--- config.mk ---
export PLATFORM = sky130hd
export DESIGN_NAME = hsec_wdt_top
export DESIGN_NICKNAME = d
export VERILOG_FILES = /design/src/rtl/hsec_wdt_pkg.sv /design/src/rtl/hsec_wdt_rst_sync.sv /design/src/rtl/hsec_wdt_regs.sv /design/src/rtl/hsec_wdt_bcd_dec.sv /design/src/rtl/hsec_wdt_count.sv /design/src/rtl/hsec_wdt_top.sv
export SDC_FILE = /design/constraint.sdc
export NUM_CORES = 1
export LEC_CHECK = 0
export BUFFER_PORTS_ARGS = -buffer_cell sky130_fd_sc_hd__buf_2
export CORE_MARGIN = 5
export CORE_UTILIZATION = 54
export CTS_CLUSTER_SIZE = 20
export DETAILED_ROUTE_END_ITERATION = 12
export PLACE_DENSITY = 0.75
export SETUP_SLACK_MARGIN = 0.5
export SLEW_MARGIN = 20
export SYNTH_ARGS = -nofsm -noshare
export SYNTH_HDL_FRONTEND = slang
export SYNTH_SLANG_ARGS = --single-unit
--- constraint.sdc ---
create_clock -name clk -period 1.3 [get_ports clk]
set_input_delay 0.26 -clock clk [delete_from_list [all_inputs] [get_ports clk]]
set_output_delay 0.26 -clock clk [all_outputs]
set_load 0.02 [all_outputs]
--- src/rtl/hsec_wdt_pkg.sv ---
`timescale 1ns/1ps
package hsec_wdt_pkg;
  typedef logic [3:0] bcd_digit_t;

  typedef enum logic [1:0] {
    SEL_NONE = 2'd0,
    SEL_FRAC = 2'd1,
    SEL_SECS = 2'd2
  } reg_sel_e;
endpackage

--- src/rtl/hsec_wdt_rst_sync.sv ---
`timescale 1ns/1ps
module hsec_wdt_rst_sync #(
  parameter int STAGES = 2
) (
  input  logic clk,
  input  logic rst_n_in,
  output logic rst_n_out
);
  logic [STAGES-1:0] sync_q;
  logic [STAGES-1:0] sync_d;

  assign sync_d = {sync_q[STAGES-2:0], 1'b1};

  always_ff @(posedge clk or negedge rst_n_in) begin
    if (!rst_n_in) sync_q <= '0;
    else           sync_q <= sync_d;
  end

  assign rst_n_out = sync_q[STAGES-1];
endmodule

--- src/rtl/hsec_wdt_regs.sv ---
`timescale 1ns/1ps
module hsec_wdt_regs
  import hsec_wdt_pkg::*;
#(
  parameter int                 ADDR_W    = 4,
  parameter int                 DATA_W    = 8,
  parameter logic [ADDR_W-1:0]  FRAC_ADDR = 'hC,
  parameter logic [ADDR_W-1:0]  SECS_ADDR = 'hD
) (
  input  logic                  clk,
  input  logic                  rst_n,
  input  logic [ADDR_W-1:0]     addr,
  input  logic                  wr,
  input  logic                  rd,
  input  logic [DATA_W-1:0]     wdata,
  output logic [DATA_W-1:0]     rdata,
  output logic                  access,
  output logic [2*DATA_W-1:0]   reload_q,
  output logic [2*DATA_W-1:0]   reload_next
);
  reg_sel_e          sel;
  logic              frac_en, secs_en;
  logic [DATA_W-1:0] frac_q, frac_d;
  logic [DATA_W-1:0] secs_q, secs_d;

  // address decode
  always_comb begin
    if (addr == FRAC_ADDR)      sel = SEL_FRAC;
    else if (addr == SECS_ADDR) sel = SEL_SECS;
    else                        sel = SEL_NONE;
  end

  assign frac_en = wr && (sel == SEL_FRAC);
  assign secs_en = wr && (sel == SEL_SECS);
  assign access  = (wr || rd) && (sel != SEL_NONE);

  // next-state values
  always_comb begin
    frac_d = frac_q;
    secs_d = secs_q;
    if (frac_en) frac_d = wdata;
    if (secs_en) secs_d = wdata;
  end

  always_ff @(posedge clk or negedge rst_n) begin
    if (!rst_n)       frac_q <= '0;
    else if (frac_en) frac_q <= frac_d;
  end

  always_ff @(posedge clk or negedge rst_n) begin
    if (!rst_n)       secs_q <= '0;
    else if (secs_en) secs_q <= secs_d;
  end

  // read path always returns the stored timeout, never the live count
  always_comb begin
    unique case (sel)
      SEL_FRAC: rdata = frac_q;
      SEL_SECS: rdata = secs_q;
      default:  rdata = '0;
    endcase
  end

  assign reload_q    = {secs_q, frac_q};
  assign reload_next = {secs_d, frac_d};
endmodule

--- src/rtl/hsec_wdt_bcd_dec.sv ---
`timescale 1ns/1ps
module hsec_wdt_bcd_dec
  import hsec_wdt_pkg::*;
#(
  parameter int DIGITS = 4,
  localparam int VAL_W = 4 * DIGITS
) (
  input  logic [VAL_W-1:0] value_in,
  output logic [VAL_W-1:0] value_out,
  output logic             is_zero,
  output logic             is_one
);
  logic [DIGITS:0] borrow;

  assign borrow[0] = 1'b1;

  for (genvar g = 0; g < DIGITS; g++) begin : g_digit
    bcd_digit_t d_in, d_out;
    logic       b_out;

    assign d_in = value_in[4*g +: 4];

    always_comb begin
      if (!borrow[g]) begin
        d_out = d_in;
        b_out = 1'b0;
      end else if (d_in == 4'd0) begin
        d_out = 4'd9;
        b_out = 1'b1;
      end else begin
        d_out = d_in - 4'd1;
        b_out = 1'b0;
      end
    end

    assign borrow[g+1]          = b_out;
    assign value_out[4*g +: 4]  = d_out;
  end

  // a borrow out of the top digit means every digit was zero
  assign is_zero = borrow[DIGITS];
  assign is_one  = !borrow[DIGITS] && (value_out == '0);
endmodule

--- src/rtl/hsec_wdt_count.sv ---
`timescale 1ns/1ps
module hsec_wdt_count #(
  parameter int DIGITS = 4,
  localparam int CNT_W = 4 * DIGITS
) (
  input  logic             clk,
  input  logic             rst_n,
  input  logic             tick,
  input  logic             access,
  input  logic [CNT_W-1:0] reload_q,
  input  logic [CNT_W-1:0] reload_next,
  output logic             flag
);
  logic [CNT_W-1:0] count_q, count_d, dec_val;
  logic             count_en;
  logic             flag_q, flag_d, flag_en;
  logic             cnt_zero, cnt_one, enabled;

  hsec_wdt_bcd_dec #(.DIGITS(DIGITS)) u_dec (
    .value_in  (count_q),
    .value_out (dec_val),
    .is_zero   (cnt_zero),
    .is_one    (cnt_one)
  );

  assign enabled = (reload_q != '0);

  always_comb begin
    count_d  = count_q;
    count_en = 1'b0;
    flag_d   = flag_q;
    flag_en  = 1'b0;
    if (access) begin
      // restart has priority over a tick in the same cycle
      count_en = 1'b1;
      count_d  = reload_next;
      flag_en  = 1'b1;
      flag_d   = 1'b0;
    end else if (tick && enabled) begin
      count_en = 1'b1;
      if (cnt_zero) begin
        count_d = reload_q;
      end else begin
        count_d = dec_val;
        if (cnt_one) begin
          flag_en = 1'b1;
          flag_d  = 1'b1;
        end
      end
    end
  end

  always_ff @(posedge clk or negedge rst_n) begin
    if (!rst_n)        count_q <= '0;
    else if (count_en) count_q <= count_d;
  end

  always_ff @(posedge clk or negedge rst_n) begin
    if (!rst_n)       flag_q <= 1'b0;
    else if (flag_en) flag_q <= flag_d;
  end

  assign flag = flag_q;
endmodule

--- src/rtl/hsec_wdt_top.sv ---
`timescale 1ns/1ps
module hsec_wdt_top #(
  parameter int                ADDR_W      = 4,
  parameter int                DATA_W      = 8,
  parameter logic [ADDR_W-1:0] FRAC_ADDR   = 'hC,
  parameter logic [ADDR_W-1:0] SECS_ADDR   = 'hD,
  parameter int                SYNC_STAGES = 2
) (
  input  logic              clk,
  input  logic              rst_n,
  input  logic              tick_100hz,
  input  logic [ADDR_W-1:0] reg_addr,
  input  logic              reg_wr,
  input  logic              reg_rd,
  input  logic [DATA_W-1:0] reg_wdata,
  output logic [DATA_W-1:0] reg_rdata,
  output logic              wd_flag,
  output logic              wd_irq_n
);
  localparam int RELOAD_W = 2 * DATA_W;
  localparam int DIGITS   = RELOAD_W / 4;

  logic                rst_sync_n;
  logic                access;
  logic [RELOAD_W-1:0] reload_q;
  logic [RELOAD_W-1:0] reload_next;
  logic                flag;

  hsec_wdt_rst_sync #(.STAGES(SYNC_STAGES)) u_rst (
    .clk       (clk),
    .rst_n_in  (rst_n),
    .rst_n_out (rst_sync_n)
  );

  hsec_wdt_regs #(
    .ADDR_W    (ADDR_W),
    .DATA_W    (DATA_W),
    .FRAC_ADDR (FRAC_ADDR),
    .SECS_ADDR (SECS_ADDR)
  ) u_regs (
    .clk         (clk),
    .rst_n       (rst_sync_n),
    .addr        (reg_addr),
    .wr          (reg_wr),
    .rd          (reg_rd),
    .wdata       (reg_wdata),
    .rdata       (reg_rdata),
    .access      (access),
    .reload_q    (reload_q),
    .reload_next (reload_next)
  );

  hsec_wdt_count #(.DIGITS(DIGITS)) u_count (
    .clk         (clk),
    .rst_n       (rst_sync_n),
    .tick        (tick_100hz),
    .access      (access),
    .reload_q    (reload_q),
    .reload_next (reload_next),
    .flag        (flag)
  );

  assign wd_flag  = flag;
  assign wd_irq_n = ~flag;
endmodule

== After elaboration in Yosys (flattened, before gate mapping) ==
Index checks and enable logic that the tools add are counted.

* Memories kept: 0
* Bits in writable memories: 0
* Bits in latches: 0
* Output and inout port bits: 10
* Memory bits (read-only): 0
* Register bits: 35

* Bitwise logic cells: 1
* $add $sub $neg: 4
* Mux-type cells: 32
* Reductions and logical operators: 18
* Equal/unequal tests: 5
* Div/mod/pow operators: 0
* Shift operators: 0
* Order comparisons: 0
* Multiply operators: 0

{| class="wikitable"
|+ Operators by type and width
! cell !! number
|-
| $mux 16 || 3
|-
| $mux 4 || 7
|-
| $mux 1 || 17
|-
| $logic_not 16->1 || 1
|-
| $logic_not 4->1 || 4
|-
| $mux 8 || 2
|-
| $pmux 8 s2 || 1
|-
| $reduce_bool 16->1 || 1
|-
| $sub 4x1->4 const B || 4
|-
| $eq 4x4->1 const B || 2
|-
| $reduce_bool 2->1 || 3
|-
| $logic_and 1x1->1 || 5
|-
| $mux 2 || 2
|-
| $reduce_and 4->1 || 1
|-
| $eq 2x1->1 const B || 1
|-
| $eq 2x2->1 const B || 1
|-
| $ne 2x2->1 const B || 1
|-
| $reduce_and 2->1 || 1
|-
| $logic_not 1->1 || 1
|-
| $logic_or 1x1->1 || 1
|-
| $not 1->1 || 1
|}

== Logic depth before layout (Yosys ltp) ==
* Depth in word-level cells: 12
* Depth in mapped cells: 6

== By module ==
From an unflattened synthesis, not the netlist that was laid out.

* Cell total of the unflattened synthesis: 230
* Area, all modules: 2408.6 sq um

{| class="wikitable"
|+ By module, submodules not included
! module !! cells an instance !! area an instance (sq um) !! seq. area each (sq um) !! instances
|-
| hsec_wdt_count || 100 || 1011.0 || 425.4 || 1
|-
| hsec_wdt_regs || 75 || 987.2 || 400.4 || 1
|-
| hsec_wdt_bcd_dec || 51 || 352.8 || 0.0 || 1
|-
| hsec_wdt_rst_sync || 3 || 53.8 || 50.0 || 1
|-
| hsec_wdt_top || 1 || 3.8 || 0.0 || 1
|}

== Worst setup path after synthesis ==
OpenSTA, ideal clock, no wires.

* Path kind: reg2reg
* From: register u_regs.secs_q[3]
* To: register u_count.count_q[2]
* Path slack: -679 ps
* Buffers on the path: 1
* Cell stages (with the launch flop): 6
* Data required time: 1181 ps
* Arrival time: 1861 ps
* Clock period less this slack: 1979 ps
* Path through: dfrtp_1 -> or4_4 -> o41ai_4 -> buf_6 -> o211ai_1 -> o21a_1

* Word-level cells in the longest chain between the ends: 5
* Elaborated cells on any way between the ends: 6
* Those cells by class: mux (2); reduce/logical (4)

{| class="wikitable"
|+ Ends and longest elaborated chain
! item !! line !! source
|-
| start, declared || hsec_wdt_regs.sv:24 || <nowiki>logic [DATA_W-1:0] secs_q, secs_d;</nowiki>
|-
| start signal, assigned || hsec_wdt_regs.sv:52 || <nowiki>else if (secs_en) secs_q <= secs_d;</nowiki>
|-
| $reduce_bool 16->1 (*) || hsec_wdt_count.sv:26 || <nowiki>assign enabled = (reload_q != '0);</nowiki>
|-
| $logic_and 1x1->1 (*) || hsec_wdt_count.sv:39 || <nowiki>end else if (tick && enabled) begin</nowiki>
|-
| $mux 1 || hsec_wdt_count.sv:39 ||
|-
| $mux 1 || hsec_wdt_count.sv:33 || <nowiki>if (access) begin</nowiki>
|-
| $reduce_and 2->1 (no source line) (*) || n/a ||
|-
| end signal, assigned || hsec_wdt_count.sv:55 || <nowiki>else if (count_en) count_q <= count_d;</nowiki>
|-
| end, declared || hsec_wdt_count.sv:14 || <nowiki>logic [CNT_W-1:0] count_q, count_d, dec_val;</nowiki>
|}

Every way passes the cells marked *; elsewhere a longest branch is shown, timed or not.
A chain may end at the register's enable or synchronous reset.

== Worst setup path after layout ==
* From: register u_count.count_q[7]
* To: register u_count.flag_q, in the netlist u_count.flag

* Word-level cells in the longest chain between the ends: 12
* Elaborated cells on any way between the ends: 20
* Those cells by class: add/sub (1); eq/ne (1); mux (12); reduce/logical (6)

{| class="wikitable"
|+ Ends and longest elaborated chain
! item !! line !! source
|-
| parallel branches: the longest is 11 deep, another holds $sub 4x1->4 || n/a ||
|-
| $reduce_and 4->1 (no source line) (*) || n/a ||
|-
| end signal, assigned || hsec_wdt_count.sv:60 || <nowiki>else if (flag_en) flag_q <= flag_d;</nowiki>
|-
| end, declared || hsec_wdt_count.sv:16 || <nowiki>logic flag_q, flag_d, flag_en;</nowiki>
|}

Every way passes the cells marked *.

==> summary.txt <==
Ratio of cells with drive above 1 in the final layout: 0.615
Routed vias: 2724
Peak supply drop: 0.00130 V
CP Max Fanout: 7
Die Y: 72.4 um
Vias/cell: 7.30
CP required: 1490 ps
Pleak: 1.54 nW
Worst-path clk slew: 70 ps
Pins Over Slew Limit: 0
DRT Wirelength: 11100 um
Routed Antenna Nets: 0
Setup_tns: -15630 ps
Slowest CP cell: or4b_1
Gr usage total: 0.371
Tcrit/Tclk final: 1.71
Max incr delay on CP: 550 ps
Crit end category: flip-flop
Vias in the first global route: 2808
IO Pins: 27
Clock Latency Late Sink: 300 ps
Period minus WS final: 2220 ps
Synthesis Warnings: 0
Post-synthesis sequential area ratio: 0.416
Gpl congestion: 0.945
Clock Path Buffers: 2
Largest net degree at the start of global routing: 26
Failing checks: negative setup slack
FF+latch count, synth: 35
Min-delay worst type: flip-flop to asynchronous set/reset pin
Top_reg_cell synth: dfrtp_1
P_int: 0.00348 W
CP delay by family, top: simple AND/OR/NAND/NOR gates
DRC errors left: 0
DR iter-0 viols: 403
Clock network fraction of total power: 0.152
CTS Buf Count: 5
Dpl ws: -795 ps
Outcome: complete, but fails checks
Max-cap violation count: 0
Setup violators final: 25
GR Overflow Total: 0
RSZ-0062 raised after global routing: yes
Element type at the critical path start: flip-flop
Endpoints failing hold: 0
Drt first pass iters: 8
Multi-input gate area: 1520 um^2
Cell row count: 22
Initial antenna violation count: 0
Worst Skew: 9.43 ps
Critical path type: flip-flop to flip-flop
Slack of the critical path: -924 ps
Starting density of the core: 0.566
Full die area: 5240 um^2
Cell area power density: 1690 nW/um^2
Synth Instances: 209
Worst-Margin Slew: 491 ps
Share of the synthesized area in the top cell type: 0.416
CP Buf/Inv Count: 0
CP Data Arrival Time: 2410 ps
Post-synth top area cell: dfrtp_1
Fin nets: 341
Fmax: 0.450 GHz
CTS tree: built
Fill count: 77
Logic pwr share: 0.528
Switching part of the total: 0.420
IO buf count: 26
CTS H-tree depth: 2
Core area: 3720 um^2
DR WL/cell: 29.7 um
FF+latch area: 886 um^2
CP cell instances: or4b_1 > nor4_2 > nand4_1 > a2111o_1 > o41ai_2
Reg power frac: 0.319
Area grow syn2layout: 69.4%
Clock tree root buffer cell: clkbuf_8
Async S/R FF share, synth: 1.00
Top area cells in the synthesized netlist: dfrtp_1, mux2_2, nor2_1
Detailed placement HPWL: 5500 um
Top cells by count, synth: dfrtp_1, nor2_1, mux2_2
First-pass GRT wire length: 14500 um
Die extent in x: 72.4 um
Post-synth EDFFs: 0
Top-count cell post-synth: dfrtp_1
Switching pwr: 0.00252 W
Relative slew margins: 0.668
Library cells used by synthesis: 49
Clk sinks: 35
Syn_nets: 226
Cell area after synthesis: 2100 um^2
Number of diodes: 0
Mapped Avg Cell Area: 10.1 um^2
layout by cell type, fill, tap and decap left out, types with 5 or more instances in the layout:
cell type  count
or4_4          8
buf_6         35
clkbuf_8       7
nor2_4         6
nor2_1        24
buf_4         62
o211ai_1       5
o21ai_1        7
buf_2         15
dfrtp_1       27
a21oi_1        7
nand2_1       10
a31oi_1        7
mux2i_1        5
dfrtp_2        8
mux2_4        15
what timing repair did:
| item | in CTS | in global routing |
|---|---|---|
| gates cloned | 0 | 0 |
| buffers inserted | 6 | 12 |
| setup endpoints to repair | 43 | 43 |
| pin swaps | 24 | 24 |
| resized for setup | 67 | 37 |
| endpoints found under the hold margin | 2 | 0 |
| hold buffers | 1 | 0 |
final cells by class:
type,count,area share
multi-input cells,164,0.426
clock buffers,8,0.0281
repair buffers,115,0.276
well taps,48,0.0169
flip-flops and latches,35,0.249
inverters,3,0.00386
final timing paths:
| path | depth (start not counted) | slack, ps | endpoint | startpoint |
|---|---|---|---|---|
| max | 5 | -920 | u_count.flag$_DFFE_PN0P_ | u_count.count_q[7]$_DFFE_PN0N_ |
| max in group asynchronous | 1 | 660 | u_count.count_q[6]$_DFFE_PN0N_ | u_rst.sync_q[1]$_DFF_PN0_ |
| min reg2reg | 0 | 190 | u_count.count_q[9]$_DFFE_PN0N_ | u_rst.sync_q[1]$_DFF_PN0_ |
| max reg2reg | 5 | -920 | u_count.flag$_DFFE_PN0P_ | u_count.count_q[7]$_DFFE_PN0N_ |
| min in group clk | 2 | 230 | u_regs.secs_q[2]$_DFFE_PN0P_ | reg_wdata[2] |
| min | 0 | 190 | u_count.count_q[9]$_DFFE_PN0N_ | u_rst.sync_q[1]$_DFF_PN0_ |
stage by stage:
stage                util  instances  cell area (um^2)  hold WS [ps]  total power, W
floorplan               -        209              2210         -35.6         0.00281
global placement    0.783        346              2910          44.6         0.00379
detailed placement  0.783        346              2910          47.1         0.00390
CTS                 0.899        361              3340           188         0.00513
global route        0.959        373              3560           218         0.00615
finish              0.959        373              3560           189         0.00600
state kept, by name, indices dropped and copies added, names as in the netlist:
signal	cells
u_regs.secs_q	8
u_count.count_q	16
u_rst.sync_q	2
u_count.flag	1
u_regs.frac_q	8
worst reg2reg max path, cell delays in order (launching register included):
cell	delay, ps
dfrtp_2	500
or4b_1	550
nor4_2	220
nand4_1	200
a2111o_1	340
o41ai_2	320
layer usage:
layer / global-route usage / wire (um)
met5: 0 / 0
met4: 0.281 / 927
met3: 0.0928 / 1320
met2: 0.606 / 5010
met1: 0.415 / 3820
power by group through the flow:
stage               Combinational [W]  Sequential [W]  Clock (W)
floorplan                     0.00108         0.00173          0
global placement              0.00206         0.00173          0
detailed placement            0.00215         0.00175          0
CTS                           0.00246         0.00178   0.000892
global route                  0.00328         0.00193   0.000948
finish                        0.00317         0.00192   0.000915
logic make-up after synthesis:
group           count (synthesis)  synth area share
buf+inv                        10            0.0256
other cells                     1           0.00178
flops                          35             0.416
mux                            27             0.138
xor+xnor                        2           0.00833
simple gates                   78             0.220
compound gates                 56             0.190
Note: power is estimated with default switching activity, not from simulation.
